## config.mk

```make
export PLATFORM = sky130hd
export DESIGN_NAME = reload_capture_timer
export DESIGN_NICKNAME = d
export VERILOG_FILES = /design/src/rtl/rct_pkg.sv /design/src/rtl/rct_pin_sync.sv /design/src/rtl/rct_control.sv /design/src/rtl/rct_datapath.sv /design/src/rtl/reload_capture_timer.sv
export SDC_FILE = /design/constraint.sdc
export NUM_CORES = 1
export LEC_CHECK = 0
export BUFFER_PORTS_ARGS = -buffer_cell sky130_fd_sc_hd__buf_2
export CORE_UTILIZATION = 61
export DETAILED_ROUTE_END_ITERATION = 10
export PLACE_DENSITY_LB_ADDON = 0.08
export SETUP_SLACK_MARGIN = 0.15
export SLEW_MARGIN = 0
export SYNTH_ARGS = -nofsm -noshare
export SYNTH_HDL_FRONTEND = slang
export SYNTH_SLANG_ARGS = --single-unit
```

## constraint.sdc

```tcl
create_clock -name clk -period 3.29 [get_ports clk]
set_input_delay 0.329 -clock clk [delete_from_list [all_inputs] [get_ports clk]]
set_output_delay 0.329 -clock clk [all_outputs]
set_load 0.02 [all_outputs]
```

## src/rtl/rct_pkg.sv

```systemverilog
package rct_pkg;
  localparam int REG_W = 8;
  localparam int CNT_W = 2 * REG_W;

  localparam logic [2:0] ADDR_CTRL = 3'd0;
  localparam logic [2:0] ADDR_MODE = 3'd1;
  localparam logic [2:0] ADDR_CNTL = 3'd2;
  localparam logic [2:0] ADDR_CNTH = 3'd3;
  localparam logic [2:0] ADDR_RLDL = 3'd4;
  localparam logic [2:0] ADDR_RLDH = 3'd5;
  localparam logic [2:0] ADDR_CP1L = 3'd6;
  localparam logic [2:0] ADDR_CP1H = 3'd7;

  // control register bit positions
  localparam int C_RUN   = 0;
  localparam int C_EXTCK = 1;
  localparam int C_CAP   = 2;
  localparam int C_TRGEN = 3;
  localparam int C_RXSEL = 4;
  localparam int C_TXSEL = 5;
  localparam int C_EXTF  = 6;
  localparam int C_MAINF = 7;

  // mode register bit positions
  localparam int M_FAST  = 0;
  localparam int M_GFAST = 1;
  localparam int M_CKOUT = 2;
  localparam int M_CP1EN = 3;
  localparam int M_EDGE0 = 4;
  localparam int M_EDGE1 = 5;

  typedef struct packed {
    logic             incr;
    logic             trigReload;
    logic             capture2;
    logic             capture1;
    logic             rollToZero;
    logic             clkOutEn;
    logic             wrCntLo;
    logic             wrCntHi;
    logic             wrRldLo;
    logic             wrRldHi;
    logic [REG_W-1:0] wrData;
  } tmrStrobes_t;
endpackage

```

## src/rtl/rct_pin_sync.sv

```systemverilog
module rct_pin_sync #(
  parameter int STAGES = 2
) (
  input  logic clk,
  input  logic rstN,
  input  logic pin,
  output logic rise,
  output logic fall
);
  logic [STAGES:0] shr;

  always_ff @(posedge clk or negedge rstN) begin
    if (!rstN) shr <= '1;
    else       shr <= {shr[STAGES-1:0], pin};
  end

  assign rise = shr[STAGES-1] & ~shr[STAGES];
  assign fall = ~shr[STAGES-1] & shr[STAGES];
endmodule

```

## src/rtl/rct_control.sv

```systemverilog
module rct_control
  import rct_pkg::*;
#(
  parameter int STD_DIV       = 12,
  parameter int FAST_DIV      = 4,
  parameter int BAUD_STD_DIV  = 4,
  parameter int BAUD_FAST_DIV = 2,
  parameter int SYNC_STAGES   = 2
) (
  input  logic             clk,
  input  logic             rstN,
  input  logic             trigPin,
  input  logic             cntPinIn,
  input  logic             regWrEn,
  input  logic [2:0]       regAddr,
  input  logic [REG_W-1:0] regWrData,
  input  logic             ovfEvent,
  output logic [REG_W-1:0] ctrlReg,
  output logic [REG_W-1:0] modeReg,
  output tmrStrobes_t      strobes
);
  localparam int MAXD = (STD_DIV > BAUD_STD_DIV) ? STD_DIV : BAUD_STD_DIV;
  localparam int PW   = (MAXD > 1) ? $clog2(MAXD) : 1;

  logic trigRise, trigFall, cntRise, cntFall;
  logic baudMode, capMode, cap1On, trigValid, cntValid;
  logic intTick, mainSet, extSet;
  logic [PW-1:0] presc, divM1;

  rct_pin_sync #(.STAGES(SYNC_STAGES)) u_trigSync (
    .clk(clk), .rstN(rstN), .pin(trigPin), .rise(trigRise), .fall(trigFall));
  rct_pin_sync #(.STAGES(SYNC_STAGES)) u_cntSync (
    .clk(clk), .rstN(rstN), .pin(cntPinIn), .rise(cntRise), .fall(cntFall));

  function automatic logic edgeOk(input logic r, input logic f, input logic [1:0] sel);
    if (!sel[0])     return f;
    else if (!sel[1]) return r | f;
    else             return r;
  endfunction

  assign baudMode  = ctrlReg[C_RXSEL] | ctrlReg[C_TXSEL];
  assign capMode   = ctrlReg[C_CAP] & ~baudMode;
  assign cap1On    = modeReg[M_CP1EN] & capMode & ~ctrlReg[C_EXTCK] & ~modeReg[M_CKOUT];
  assign trigValid = edgeOk(trigRise, trigFall, modeReg[M_EDGE1:M_EDGE0]);
  assign cntValid  = edgeOk(cntRise, cntFall, modeReg[M_EDGE1:M_EDGE0]);

  always_comb begin
    if (baudMode)
      divM1 = modeReg[M_FAST] ? (modeReg[M_GFAST] ? PW'(0) : PW'(BAUD_FAST_DIV - 1))
                              : PW'(BAUD_STD_DIV - 1);
    else
      divM1 = modeReg[M_FAST] ? (modeReg[M_GFAST] ? PW'(0) : PW'(FAST_DIV - 1))
                              : PW'(STD_DIV - 1);
  end

  assign intTick = ctrlReg[C_RUN] & ~ctrlReg[C_EXTCK] & (presc >= divM1);

  always_ff @(posedge clk or negedge rstN) begin
    if (!rstN)                                 presc <= '0;
    else if (!ctrlReg[C_RUN] || ctrlReg[C_EXTCK] || intTick) presc <= '0;
    else                                       presc <= presc + PW'(1);
  end

  always_comb begin
    strobes            = '0;
    strobes.incr       = intTick | (ctrlReg[C_RUN] & ctrlReg[C_EXTCK] & cntFall);
    strobes.trigReload = ~capMode & ctrlReg[C_TRGEN] & trigFall;
    strobes.capture2   = capMode & trigValid;
    strobes.capture1   = cap1On & cntValid;
    strobes.rollToZero = capMode;
    strobes.clkOutEn   = modeReg[M_CKOUT];
    strobes.wrCntLo    = regWrEn && regAddr == ADDR_CNTL;
    strobes.wrCntHi    = regWrEn && regAddr == ADDR_CNTH;
    strobes.wrRldLo    = regWrEn && regAddr == ADDR_RLDL;
    strobes.wrRldHi    = regWrEn && regAddr == ADDR_RLDH;
    strobes.wrData     = regWrData;
  end

  assign mainSet = cap1On ? strobes.capture1 : (ovfEvent & ~baudMode);
  assign extSet  = strobes.trigReload | strobes.capture2;

  always_ff @(posedge clk or negedge rstN) begin
    if (!rstN) begin
      ctrlReg <= '0;
      modeReg <= '0;
    end else begin
      if (regWrEn && regAddr == ADDR_CTRL) ctrlReg <= regWrData;
      if (regWrEn && regAddr == ADDR_MODE) modeReg <= {2'b00, regWrData[5:0]};
      if (mainSet) ctrlReg[C_MAINF] <= 1'b1;
      if (extSet)  ctrlReg[C_EXTF]  <= 1'b1;
    end
  end
endmodule

```

## src/rtl/rct_datapath.sv

```systemverilog
module rct_datapath
  import rct_pkg::*;
(
  input  logic             clk,
  input  logic             rstN,
  input  tmrStrobes_t      strobes,
  output logic [CNT_W-1:0] countVal,
  output logic [CNT_W-1:0] reloadVal,
  output logic [CNT_W-1:0] cap1Val,
  output logic             ovfEvent,
  output logic             clkOut
);
  assign ovfEvent = strobes.incr && (countVal == '1);

  always_ff @(posedge clk or negedge rstN) begin
    if (!rstN) begin
      countVal <= '0;
    end else if (strobes.wrCntLo) begin
      countVal[REG_W-1:0] <= strobes.wrData;
    end else if (strobes.wrCntHi) begin
      countVal[CNT_W-1:REG_W] <= strobes.wrData;
    end else if (ovfEvent) begin
      countVal <= strobes.rollToZero ? '0 : reloadVal;
    end else if (strobes.trigReload) begin
      countVal <= reloadVal;
    end else if (strobes.incr) begin
      countVal <= countVal + CNT_W'(1);
    end
  end

  always_ff @(posedge clk or negedge rstN) begin
    if (!rstN) begin
      reloadVal <= '0;
    end else if (strobes.capture2) begin
      reloadVal <= countVal;
    end else if (strobes.wrRldLo) begin
      reloadVal[REG_W-1:0] <= strobes.wrData;
    end else if (strobes.wrRldHi) begin
      reloadVal[CNT_W-1:REG_W] <= strobes.wrData;
    end
  end

  always_ff @(posedge clk or negedge rstN) begin
    if (!rstN)                 cap1Val <= '0;
    else if (strobes.capture1) cap1Val <= countVal;
  end

  always_ff @(posedge clk or negedge rstN) begin
    if (!rstN)                                clkOut <= 1'b0;
    else if (strobes.clkOutEn && ovfEvent)    clkOut <= ~clkOut;
  end
endmodule

```

## src/rtl/reload_capture_timer.sv

```systemverilog
module reload_capture_timer
  import rct_pkg::*;
#(
  parameter int STD_DIV       = 12,
  parameter int FAST_DIV      = 4,
  parameter int BAUD_STD_DIV  = 4,
  parameter int BAUD_FAST_DIV = 2,
  parameter int SYNC_STAGES   = 2
) (
  input  logic       clk,
  input  logic       rstN,
  input  logic       trigPin,
  input  logic       cntPinIn,
  output logic       cntPinOut,
  output logic       cntPinOe,
  input  logic       regWrEn,
  input  logic [2:0] regAddr,
  input  logic [7:0] regWrData,
  output logic [7:0] regRdData,
  output logic       irqMain,
  output logic       irqExt,
  output logic       baudPulse,
  output logic       rxUseThis,
  output logic       txUseThis
);
  tmrStrobes_t      strobes;
  logic [REG_W-1:0] ctrlReg, modeReg;
  logic [CNT_W-1:0] countVal, reloadVal, cap1Val;
  logic             ovfEvent;

  rct_control #(
    .STD_DIV(STD_DIV), .FAST_DIV(FAST_DIV), .BAUD_STD_DIV(BAUD_STD_DIV),
    .BAUD_FAST_DIV(BAUD_FAST_DIV), .SYNC_STAGES(SYNC_STAGES)
  ) u_ctrl (
    .clk(clk), .rstN(rstN), .trigPin(trigPin), .cntPinIn(cntPinIn),
    .regWrEn(regWrEn), .regAddr(regAddr), .regWrData(regWrData),
    .ovfEvent(ovfEvent), .ctrlReg(ctrlReg), .modeReg(modeReg), .strobes(strobes)
  );

  rct_datapath u_dp (
    .clk(clk), .rstN(rstN), .strobes(strobes), .countVal(countVal),
    .reloadVal(reloadVal), .cap1Val(cap1Val), .ovfEvent(ovfEvent), .clkOut(cntPinOut)
  );

  always_comb begin
    case (regAddr)
      ADDR_CTRL: regRdData = ctrlReg;
      ADDR_MODE: regRdData = modeReg;
      ADDR_CNTL: regRdData = countVal[REG_W-1:0];
      ADDR_CNTH: regRdData = countVal[CNT_W-1:REG_W];
      ADDR_RLDL: regRdData = reloadVal[REG_W-1:0];
      ADDR_RLDH: regRdData = reloadVal[CNT_W-1:REG_W];
      ADDR_CP1L: regRdData = cap1Val[REG_W-1:0];
      default:   regRdData = cap1Val[CNT_W-1:REG_W];
    endcase
  end

  assign cntPinOe  = modeReg[M_CKOUT];
  assign irqMain   = ctrlReg[C_MAINF];
  assign irqExt    = ctrlReg[C_EXTF];
  assign baudPulse = ovfEvent;
  assign rxUseThis = ctrlReg[C_RXSEL];
  assign txUseThis = ctrlReg[C_TXSEL];
endmodule

```

==> results.json, run 1 <==
{
  "syn_to_final_growth_pct": 8.105,
  "p_leak_nw": 2.085,
  "netlist.area_leader.share_pct": 38.24,
  "ios": 31,
  "wl_met1_um": 5225,
  "cts_sinks": 73,
  "rrSetupSlack_ps": 470,
  "ant_nets": 0,
  "max_freq_ghz": 0.3543,
  "syn_nets": 474,
  "layout.nets": 485,
  "hold_class": "in2reg",
  "die-area_mm2": 0.007530,
  "cap_violations": 0,
  "dp_hpwl_um": 8413,
  "setup_tns_ps": 0,
  "initial_core_util_pct": 63.83,
  "rsz0062_at_grt": "no",
  "critical_path.endpoint_type": "flip-flop",
  "ys_ff_latch": 73,
  "critical_path_arrival_ps": 3070,
  "dpl_worst_slack_ps": 501.8,
  "min_period_ps": 2822,
  "gp_congestion": 0.9850,
  "worst_slack_ps": 467.5,
  "r2r_start": "u_ctrl.ctrlReg[4]$_DFFE_PN0P_",
  "clock_path_buffers": 2,
  "syn_avg_cell_area_um2": 9.764,
  "grt_pass1_vias": 3481,
  "io_buffers": 30,
  "hold_viol_final": 0,
  "dpl_cell_area_mm2": 0.004529,
  "tightest_slew_ps": 905.6,
  "slew_headroom_pct": 39.63,
  "cp_max_fo": 13,
  "r2r_end": "u_dp.countVal[4]$_DFFE_PN0P_",
  "wirelength_um": 12180,
  "holdPathEnd": "u_ctrl.u_cntSync.shr[0]$_DFF_PN1_",
  "ys_top_cells_by_count": "67 x dfrtp_1, 46 x nor2_1, 38 x nand2_1",
  "cts_tree": "built",
  "design.core.area_mm2": 0.006869,
  "wl_met3_um": 1031,
  "dieWidth_um": 86.78,
  "finalInstanceArea_mm2": 0.004740,
  "yosysMostFrequentCell": "dfrtp_1",
  "yosys-top-cells-area": "dfrtp_1 38%, mux2_2 8.2%, mux2i_1 6.4%",
  "clock_latency_ps": 360,
  "cts_max_level": 3,
  "hold_depth": 1,
  "synth_top_cell_by_area": "dfrtp_1",
  "grt_max_degree": 74,
  "vias": 3749,
  "dr.pass1.iters": 5,
  "min_from": "cntPinIn",
  "routedWlPerCell_um": 21.71,
  "required_ps": 3530,
  "post-cts-setup-buffer-count": 0,
  "r2r_cells": 8,
  "path_clk_slew_ps": 80,
  "antenna_found_initial": 0,
  "gr-usage-all-layers_pct": 35.15,
  "root_buffer": "clkbuf_8",
  "drcViolationCount": 0,
  "routed.top_layer": "met4",
  "synth-warning-count": 0,
  "synth_edf_count": 0,
  "rows": 30,
  "synthFlopType": "dfrtp_1",
  "cts_buffers": 9,
  "synth_cell_types": 58,
  "diodes": 0,
  "clock_skew_ps": 9.461,
  "vias_per_cell": 6.683,
  "finalMaxSlewViolations": 0,
  "grt_pass1_wl_um": 19310,
  "ir_drop_mv": 0.5810,
  "die_h_um": 86.78,
  "outcome": "finished, final reports clean",
  "fin_crit_sh_pct": 85.79,
  "dr.first_iter.drc_count": 398,
  "cts.repair.resized": 0,
  "cts-hold-fix-buffers": 0,
  "drive_above_1_share_pct": 22.37,
  "worst_setup_path_start_kind": "flip-flop",
  "synth-seq-area-share_pct": 41.84,
  "wl_met2_um": 5486,
  "syn_area_mm2": 0.004384,
  "p_per_area_mw_per_mm2": 770.9,
  "criticalPathCategory": "reg2reg",
  "synthCells": 449,
  "setup_violations": 0,
  "async_flop_share_pct": 100.0,
  "grt_remaining_overflow": 0
}
-- report_power, final --
group | internal [mW] | switching, mW | leakage (nW)
Combinational | 0.586 | 0.663 | 1.10
Clock | 0.380 | 0.368 | 0.104
Sequential | 1.21 | 0.445 | 0.878
-- cells by family (layout without fill, tap and decap cells) --
logic type / after synthesis / after routing / synth area share, %
xor gates and xnor gates: 15 / 15 / 2.996
and+or+nand+nor: 139 / 139 / 15.21
buffers and inverters: 45 / 61 / 4.538
DFF: 73 / 73 / 41.84
adders and majority gates: 9 / 9 / 2.569
AOI/OAI and AO/OA: 107 / 107 / 17.72
muxes: 61 / 61 / 15.13
-- through the flow --
step / std cells / hold slack (ps) / util, % / power [mW]
floorplan: 449 / 33.41 / - / 2.489
global placement: 545 / 345.6 / 65.94 / 2.827
detailed placement: 545 / 349.3 / 65.94 / 2.882
CTS: 561 / 51.04 / 69.00 / 3.626
global route: 561 / 32.75 / 69.00 / 3.861
finish: 561 / 54.73 / 69.00 / 3.654
-- registers in the layout, indices dropped and copies added, names as in the netlist --
name,count
u_dp.countVal,16
u_dp.clkOut,1
u_ctrl.u_cntSync.shr,3
u_ctrl.modeReg,6
u_ctrl.presc,4
u_dp.cap1Val,16
u_ctrl.u_trigSync.shr,3
u_dp.reloadVal,16
u_ctrl.ctrlReg,8
-- cell usage in the layout (no fill, tap or decap), drive strengths merged, types with 8 or more instances in the layout --
master / n
inv: 14
mux2: 32
o21ai: 25
mux2i: 28
dfrtp: 67
xnor2: 11
nor3: 8
buf: 34
o22ai: 13
a221oi: 8
clkbuf: 10
a211oi: 10
ha: 9
a21oi: 14
nor2: 46
nand2: 38
nand3: 14
-- final cells by class --
class                   count  area (µm²)
multi-input cells         331        2351
clock inverters             6       72.57
well taps                  96       120.1
fillers                   548        2130
inverters                  11       41.29
flip-flops and latches     73        1834
repair buffers             34       182.7
clock buffers              10       137.6
-- per-layer routing --
metal  up-vias  track usage (%)
met3        45            8.476
li1       1658                -
met4         0            13.94
met5         -                0
met1      1835            48.98
met2       211            52.96
-- worst max-delay path, cell delays in order (launching register included) --
cell and delay (ps):
dfrtp_1 440, or3_1 390, ha_1 210, or4_1 460, a21o_1 200, and4_4 210
o21a_1 340, a221oi_1 370, nor2_1 80
-- how the worst max path moves through the flow --
stage / startpoint / to / slack (ps) / cells past startpoint
floorplan: u_ctrl.ctrlReg[4]$_DFFE_PN0P_ / u_dp.countVal[4]$_DFFE_PN0P_ / 620 / 10
global placement: u_ctrl.ctrlReg[4]$_DFFE_PN0P_ / u_dp.countVal[1]$_DFFE_PN0P_ / 610 / 8
detailed placement: u_ctrl.ctrlReg[4]$_DFFE_PN0P_ / u_dp.countVal[4]$_DFFE_PN0P_ / 500 / 8
CTS: u_ctrl.ctrlReg[4]$_DFFE_PN0P_ / u_dp.countVal[4]$_DFFE_PN0P_ / 500 / 8
global route: u_ctrl.ctrlReg[4]$_DFFE_PN0P_ / u_dp.countVal[4]$_DFFE_PN0P_ / 320 / 8
finish: u_ctrl.ctrlReg[4]$_DFFE_PN0P_ / u_dp.countVal[4]$_DFFE_PN0P_ / 470 / 8
No activity file was read; power rests on OpenSTA's default activity.
==> inputs of run 2 (changes only) <==
--- a/config.mk
+++ b/config.mk
@@ -13,4 +13,5 @@
 export SLEW_MARGIN = 0
 export SYNTH_ARGS = -nofsm -noshare
 export SYNTH_HDL_FRONTEND = slang
+export SYNTH_HIERARCHICAL = 1
 export SYNTH_SLANG_ARGS = --single-unit
==> run 2 against run 1 <==
Against the previous run:
- count of clock-buffer cells in the layout increased by 3
- worst setup slack worse by 270 ps
- hold slack better by 27 ps
- first-iteration DRC count is 36% higher
- combinational power down 6%
- largest cell class unchanged
- largest power group unchanged
==> results.json, run 2 <==
{
  "reg.largest.list": "u_dp/cap1Val (16), u_dp/countVal (16), u_dp/reloadVal (16)",
  "grt_max_degree": 74,
  "worst_setup_path_start_kind": "flip-flop",
  "gp_congestion": 0.9846,
  "yosysMostFrequentCell": "dfrtp_1",
  "rows": 30,
  "path_clk_slew_ps": 70,
  "tightest_slew_ps": 933.4,
  "fin_crit_sh_pct": 93.96,
  "max_freq_ghz": 0.3235,
  "yosys-top-cells-area": "dfrtp_1 39%, mux2_2 7.5%, mux2i_1 4.4%",
  "grt_remaining_overflow": 0,
  "design.core.area_mm2": 0.006832,
  "io_buffers": 30,
  "outcome": "finished, final reports clean",
  "root_buffer": "clkbuf_8",
  "hold_class": "in2reg",
  "async_flop_share_pct": 100.0,
  "syn_to_final_growth_pct": 7.128,
  "dr.pass1.iters": 5,
  "combPwrFrac_pct": 32.9,
  "worst_slack_ps": 198.6,
  "initial_core_util_pct": 63.72,
  "crit_start": "u_ctrl/ctrlReg[5]$_DFFE_PN0P_",
  "layout.nets": 457,
  "critical_path_arrival_ps": 3350,
  "syn_avg_cell_area_um2": 10.17,
  "drcViolationCount": 0,
  "internal_power_mw": 2.144,
  "ir_drop_mv": 0.4587,
  "dr.first_iter.drc_count": 541,
  "required_ps": 3550,
  "synth_top_cell_by_area": "dfrtp_1",
  "seqPwrFrac_pct": 47.6,
  "synth_cell_types": 62,
  "min_period_ps": 3091,
  "whs_ps": 81.57,
  "synthFlopType": "dfrtp_1",
  "diodes": 0,
  "cts_tree": "built",
  "synth_edf_count": 0,
  "cp-endpoint": "u_dp/countVal[13]$_DFFE_PN0P_",
  "drive_above_1_share_pct": 25.85,
  "power.share.switching_pct": 39.71,
  "dieWidth_um": 86.48,
  "die_h_um": 86.48,
  "p_leak_nw": 1.933,
  "hold_viol_final": 0,
  "p_sw_mw": 1.412,
  "synthCells": 428,
  "r2r_cells": 11,
  "cts_buffers": 9,
  "dp_hpwl_um": 8370,
  "grt_pass1_vias": 3393,
  "cp_max_fo": 9,
  "clock_path_buffers": 2,
  "wirelength_um": 12070,
  "cts-hold-fix-buffers": 0,
  "critical_path.endpoint_type": "flip-flop",
  "clock_skew_ps": 8.979,
  "routedWlPerCell_um": 22.47,
  "layout_common_cells": "67 x dfrtp_1, 36 x nand2_1, 29 x mux2_2, 29 x buf_2, 28 x nor2_1",
  "antenna_found_initial": 0,
  "slew_headroom_pct": 37.77,
  "ios": 31,
  "finalMaxSlewViolations": 0,
  "gr-usage-all-layers_pct": 34.50,
  "p_per_area_mw_per_mm2": 762.5,
  "cap_violations": 0,
  "synth-seq-area-share_pct": 42.14,
  "r2r_start": "u_ctrl/ctrlReg[5]$_DFFE_PN0P_",
  "ant_nets": 0,
  "clock_latency_ps": 340,
  "setup_violations": 0,
  "ys_ff_latch": 73,
  "vias_per_cell": 6.758,
  "final_common_cell": "dfrtp_1",
  "criticalPathCategory": "reg2reg",
  "clockPowerShare_pct": 19.5,
  "vias": 3629,
  "dpl_worst_slack_ps": -96.35,
  "die-area_mm2": 0.007478,
  "grt_pass1_wl_um": 18970,
  "cts_sinks": 73,
  "rsz0062_at_grt": "yes",
  "synth-warning-count": 6,
  "netlist.area_leader.share_pct": 38.52,
  "ys_top_cells_by_count": "67 x dfrtp_1, 36 x nand2_1, 29 x mux2_2, 29 x nor2_1, 24 x o21ai_0",
  "cts_max_level": 3,
  "rrSetupSlack_ps": 200,
  "r2r_end": "u_dp/countVal[13]$_DFFE_PN0P_",
  "syn_area_mm2": 0.004353
}
## run 2: repair_timing
item,4_1_cts,5_1_grt
gates cloned,0,0
resized for setup,1,3
buffers inserted,0,2
endpoints found under the setup margin,14,16
## run 2: layer usage
metal | vias up | share of wire [%] | GRT usage (%)
met4 | 0 | 4.1 | 17.12
li1 | 1585 | - | -
met1 | 1776 | 42 | 48.85
met5 | - | 0 | 0
met2 | 231 | 46 | 51.23
met3 | 37 | 8.6 | 6.095
## run 2: worst min-delay path by stage
stage                                                  from                            endpoint  cells past startpoint
after detailed placement  u_ctrl/u_cntSync/shr[0]$_DFF_PN1_   u_ctrl/u_cntSync/shr[1]$_DFF_PN1_                      0
final                                               trigPin  u_ctrl/u_trigSync/shr[0]$_DFF_PN1_                      1
after floorplan                                        rstN       u_ctrl/ctrlReg[0]$_DFFE_PN0P_                      0
after global routing                                trigPin  u_ctrl/u_trigSync/shr[0]$_DFF_PN1_                      1
after global placement    u_ctrl/u_cntSync/shr[0]$_DFF_PN1_   u_ctrl/u_cntSync/shr[1]$_DFF_PN1_                      0
after CTS                                           trigPin  u_ctrl/u_trigSync/shr[0]$_DFF_PN1_                      1
## run 2: power by group through the flow
stage          Combinational (mW)  Sequential [mW]  Clock [mW]
6_report                     1.17             1.69       0.694
5_1_grt                      1.27             1.73       0.746
4_1_cts                      1.13             1.68       0.708
3_5_place_dp                 1.13             1.69           0
3_3_place_gp                 1.09             1.68           0
2_1_floorplan               0.950             1.49           0
## run 2: cell type report
type / instances / area (µm²)
clock inverters: 3 / 40.04
repair buffers: 38 / 229.0
flip-flops and latches: 73 / 1834
fillers: 546 / 2168
multi-input cells: 307 / 2265
clock buffers: 13 / 148.9
well taps: 96 / 120.1
inverters: 7 / 26.28
## run 2: logic make-up (layout without fill, tap and decap cells)
family          after synthesis  in the layout  synth area share (%)
xor+xnor                     17             17                 3.421
mux                          51             51                 12.79
compound gates              104            104                 17.56
flops                        73             73                 42.14
buf+inv                      49             61                 6.410
other cells                   1              2               0.08615
fa+ha+maj                     5              5                 1.437
simple gates                128            128                 16.15
## run 2: through the flow
| step | total power [mW] | instance area, µm² | setup TNS (ps) | utilization, % | cells |
|---|---|---|---|---|---|
| 2_1_floorplan | 2.438 | 4357 | 0 | - | 429 |
| 3_5_place_dp | 2.821 | 4429 | -516.9 | 64.84 | 519 |
| 3_3_place_gp | 2.764 | 4429 | -3.341 | 64.84 | 519 |
| 4_1_cts | 3.520 | 4627 | 0 | 67.73 | 535 |
| 5_1_grt | 3.748 | 4663 | 0 | 68.26 | 537 |
| 6_report | 3.556 | 4663 | 0 | 68.26 | 537 |
## run 2: critical path, cell delays in order (launching register included)
cell	delay [ps]
dfrtp_1	430
o31a_1	310
ha_1	290
a211oi_2	200
nor2_1	60
o311a_1	320
and4_1	200
and4bb_2	270
buf_6	150
nor2_2	450
a221oi_1	170
nor2_1	160
==> inputs of run 3 (changes only) <==
--- a/config.mk
+++ b/config.mk
@@ -6,7 +6,8 @@
 export NUM_CORES = 1
 export LEC_CHECK = 0
 export BUFFER_PORTS_ARGS = -buffer_cell sky130_fd_sc_hd__buf_2
-export CORE_UTILIZATION = 61
+export CORE_ASPECT_RATIO = 0.9
+export CORE_UTILIZATION = 50
 export DETAILED_ROUTE_END_ITERATION = 10
 export PLACE_DENSITY_LB_ADDON = 0.08
 export SETUP_SLACK_MARGIN = 0.15
==> run 3 against run 2 <==
Against the previous run:
- global-route usage down 5.4 points
- highest routed layer unchanged
- hold slack worse by 23 ps
- wire length up 2.0%
- register-to-register slack better by 60 ps
- cell count up 4.8%
- critical endpoint is now baudPulse
==> results.json, run 3 (synthesized netlist as in run 2, its figures left out) <==
{
  "tightest_slew_ps": 924.1,
  "ir_drop_mv": 0.2936,
  "p_per_area_mw_per_mm2": 778.3,
  "rsz0062_at_grt": "yes",
  "cp.depth": 9,
  "crit_start": "u_ctrl/ctrlReg[5]$_DFFE_PN0P_",
  "die-area_mm2": 0.009083,
  "die_h_um": 90.52,
  "path_buf_inv": 2,
  "clockPowerShare_pct": 21.9,
  "vias_per_cell": 6.252,
  "initial_core_util_pct": 52.94,
  "syn_to_final_growth_pct": 10.26,
  "grt_max_degree": 74,
  "cts_max_level": 3,
  "r2r_end": "u_dp/countVal[13]$_DFFE_PN0P_",
  "finalNonFillerCells": 563,
  "setup_tns_ps": 0,
  "criticalPathCategory": "reg2out",
  "grt_pass1_vias": 3439,
  "max_freq_ghz": 0.3194,
  "internal_power_mw": 2.249,
  "p_sw_mw": 1.486,
  "worst_setup_path_start_kind": "flip-flop",
  "slew_headroom_pct": 38.40,
  "final_common_cell": "dfrtp_1",
  "combPwrFrac_pct": 32.9,
  "path_clk_slew_ps": 80,
  "min_period_ps": 3131,
  "r2r_cells": 11,
  "cpMostUsedCell": "buf_6",
  "cts_buffers": 9,
  "cts_tree": "built",
  "whs_ps": 58.17,
  "finalMaxSlewViolations": 0,
  "cp_max_fo": 8,
  "cp_slowest_stage_delay_ps": 410,
  "r2r_start": "u_ctrl/ctrlReg[5]$_DFFE_PN0P_",
  "root_buffer": "clkbuf_8",
  "seqPwrFrac_pct": 45.2,
  "hold_viol_final": 0,
  "critical_path_arrival_ps": 2800,
  "cp-endpoint": "baudPulse",
  "dr.pass1.iters": 5,
  "crit_slowest_cell": "dfrtp_1",
  "dp_hpwl_um": 8780,
  "p_leak_nw": 1.987,
  "required_ps": 2960,
  "layout.nets": 464,
  "gr-usage-all-layers_pct": 29.11,
  "crit_family": "compound AO/OA/AOI/OAI gates",
  "grt_remaining_overflow": 0,
  "diodes": 0,
  "layout_common_cells": "66 x dfrtp_1, 36 x nand2_1, 29 x mux2_2",
  "wirelength_um": 12320,
  "ios": 31,
  "dr.first_iter.drc_count": 299,
  "fill_cells": 734,
  "cp_cell_sequence": "o31a_1 -> ha_1 -> a211oi_2 -> nor2_1 -> o311a_1 -> and4_1 -> and4bb_2 -> buf_6 -> buf_6",
  "design.core.area_mm2": 0.008223,
  "power_mw": 3.735,
  "drcViolationCount": 0,
  "hold_class": "in2reg",
  "critical_path.endpoint_type": "primary output",
  "antenna_found_initial": 0,
  "io_buffers": 30,
  "rows": 31,
  "clock_latency_ps": 360,
  "rrSetupSlack_ps": 260,
  "ant_nets": 0,
  "setup_violations": 0,
  "dp_cells": 544,
  "seqCellArea_mm2": 0.001836,
  "drive_above_1_share_pct": 28.13,
  "dieWidth_um": 100.4,
  "routedWlPerCell_um": 21.87,
  "outcome": "finished, final reports clean",
  "clock_skew_ps": 8.745,
  "reg.largest.list": "u_dp/cap1Val (16), u_dp/countVal (16), u_dp/reloadVal (16)",
  "grt_pass1_wl_um": 19800,
  "gp_congestion": 0.9422,
  "cap_violations": 0,
  "fin_crit_sh_pct": 95.17,
  "multi_input_area_mm2": 0.002275,
  "power.share.switching_pct": 39.78,
  "vias": 3520,
  "clock_path_buffers": 2,
  "cts_sinks": 73
}
run 3: cell types whose count changed in the layout (fill, tap and decap cells not counted), sizes merged:
| cell | delta |
|---|---|
| bufinv | +1 |
| buf | +7 |
| clkinvlp | +1 |
| clkbuf | -3 |
| inv | +1 |
run 3: cell type report:
class | count | share of cell area (%)
inverters | 7 | 0.5474
clock buffers | 10 | 2.868
flip-flops and latches | 73 | 38.24
repair buffers | 45 | 6.074
clock inverters | 6 | 1.877
multi-input cells | 307 | 47.39
well taps | 115 | 2.998
run 3: what timing repair did:
action,in CTS,in global routing
pin swaps,0,0
endpoints found under the setup margin,15,16
resized for setup,2,9
setup buffers,0,3
hold buffers,0,0
run 3: worst min path at each step:
stage,startpoint,endpoint,slack [ps],cells past startpoint
after global routing,cntPinIn,u_ctrl/u_cntSync/shr[0]$_DFF_PN1_,50,1
after CTS,trigPin,u_ctrl/u_trigSync/shr[0]$_DFF_PN1_,50,1
after floorplan,rstN,u_ctrl/ctrlReg[0]$_DFFE_PN0P_,30,0
final,trigPin,u_ctrl/u_trigSync/shr[0]$_DFF_PN1_,60,1
after global placement,u_ctrl/u_cntSync/shr[0]$_DFF_PN1_,u_ctrl/u_cntSync/shr[1]$_DFF_PN1_,350,0
after detailed placement,u_ctrl/u_cntSync/shr[0]$_DFF_PN1_,u_ctrl/u_cntSync/shr[1]$_DFF_PN1_,350,0
run 3: power groups by stage:
stage | logic [mW] | clock network [mW] | registers [mW]
final | 1.23 | 0.817 | 1.69
after global routing | 1.35 | 0.866 | 1.72
after CTS | 1.21 | 0.836 | 1.67
after detailed placement | 1.20 | 0 | 1.69
after global placement | 1.18 | 0 | 1.68
after floorplan | 0.950 | 0 | 1.49
run 3: metal layers:
metal  GRT usage, %  part of all wire [%]  vias to the layer above  wire length [µm]
met4          11.71                   2.8                        0               344
met2          40.81                    43                      150              5343
li1               -                     -                     1600                 -
met5              0                     0                        -                 0
met3          4.489                   6.8                       25               837
met1          44.41                    47                     1745              5789
run 3: metrics by stage:
step | setup WS [ps] | utilization (%) | area, µm²
2_1_floorplan | 329.0 | - | 4357
3_3_place_gp | 19.27 | 54.70 | 4498
3_5_place_dp | -102.1 | 54.70 | 4498
4_1_cts | 142.8 | 57.64 | 4740
5_1_grt | 103.2 | 58.37 | 4800
6_report | 158.9 | 58.37 | 4800
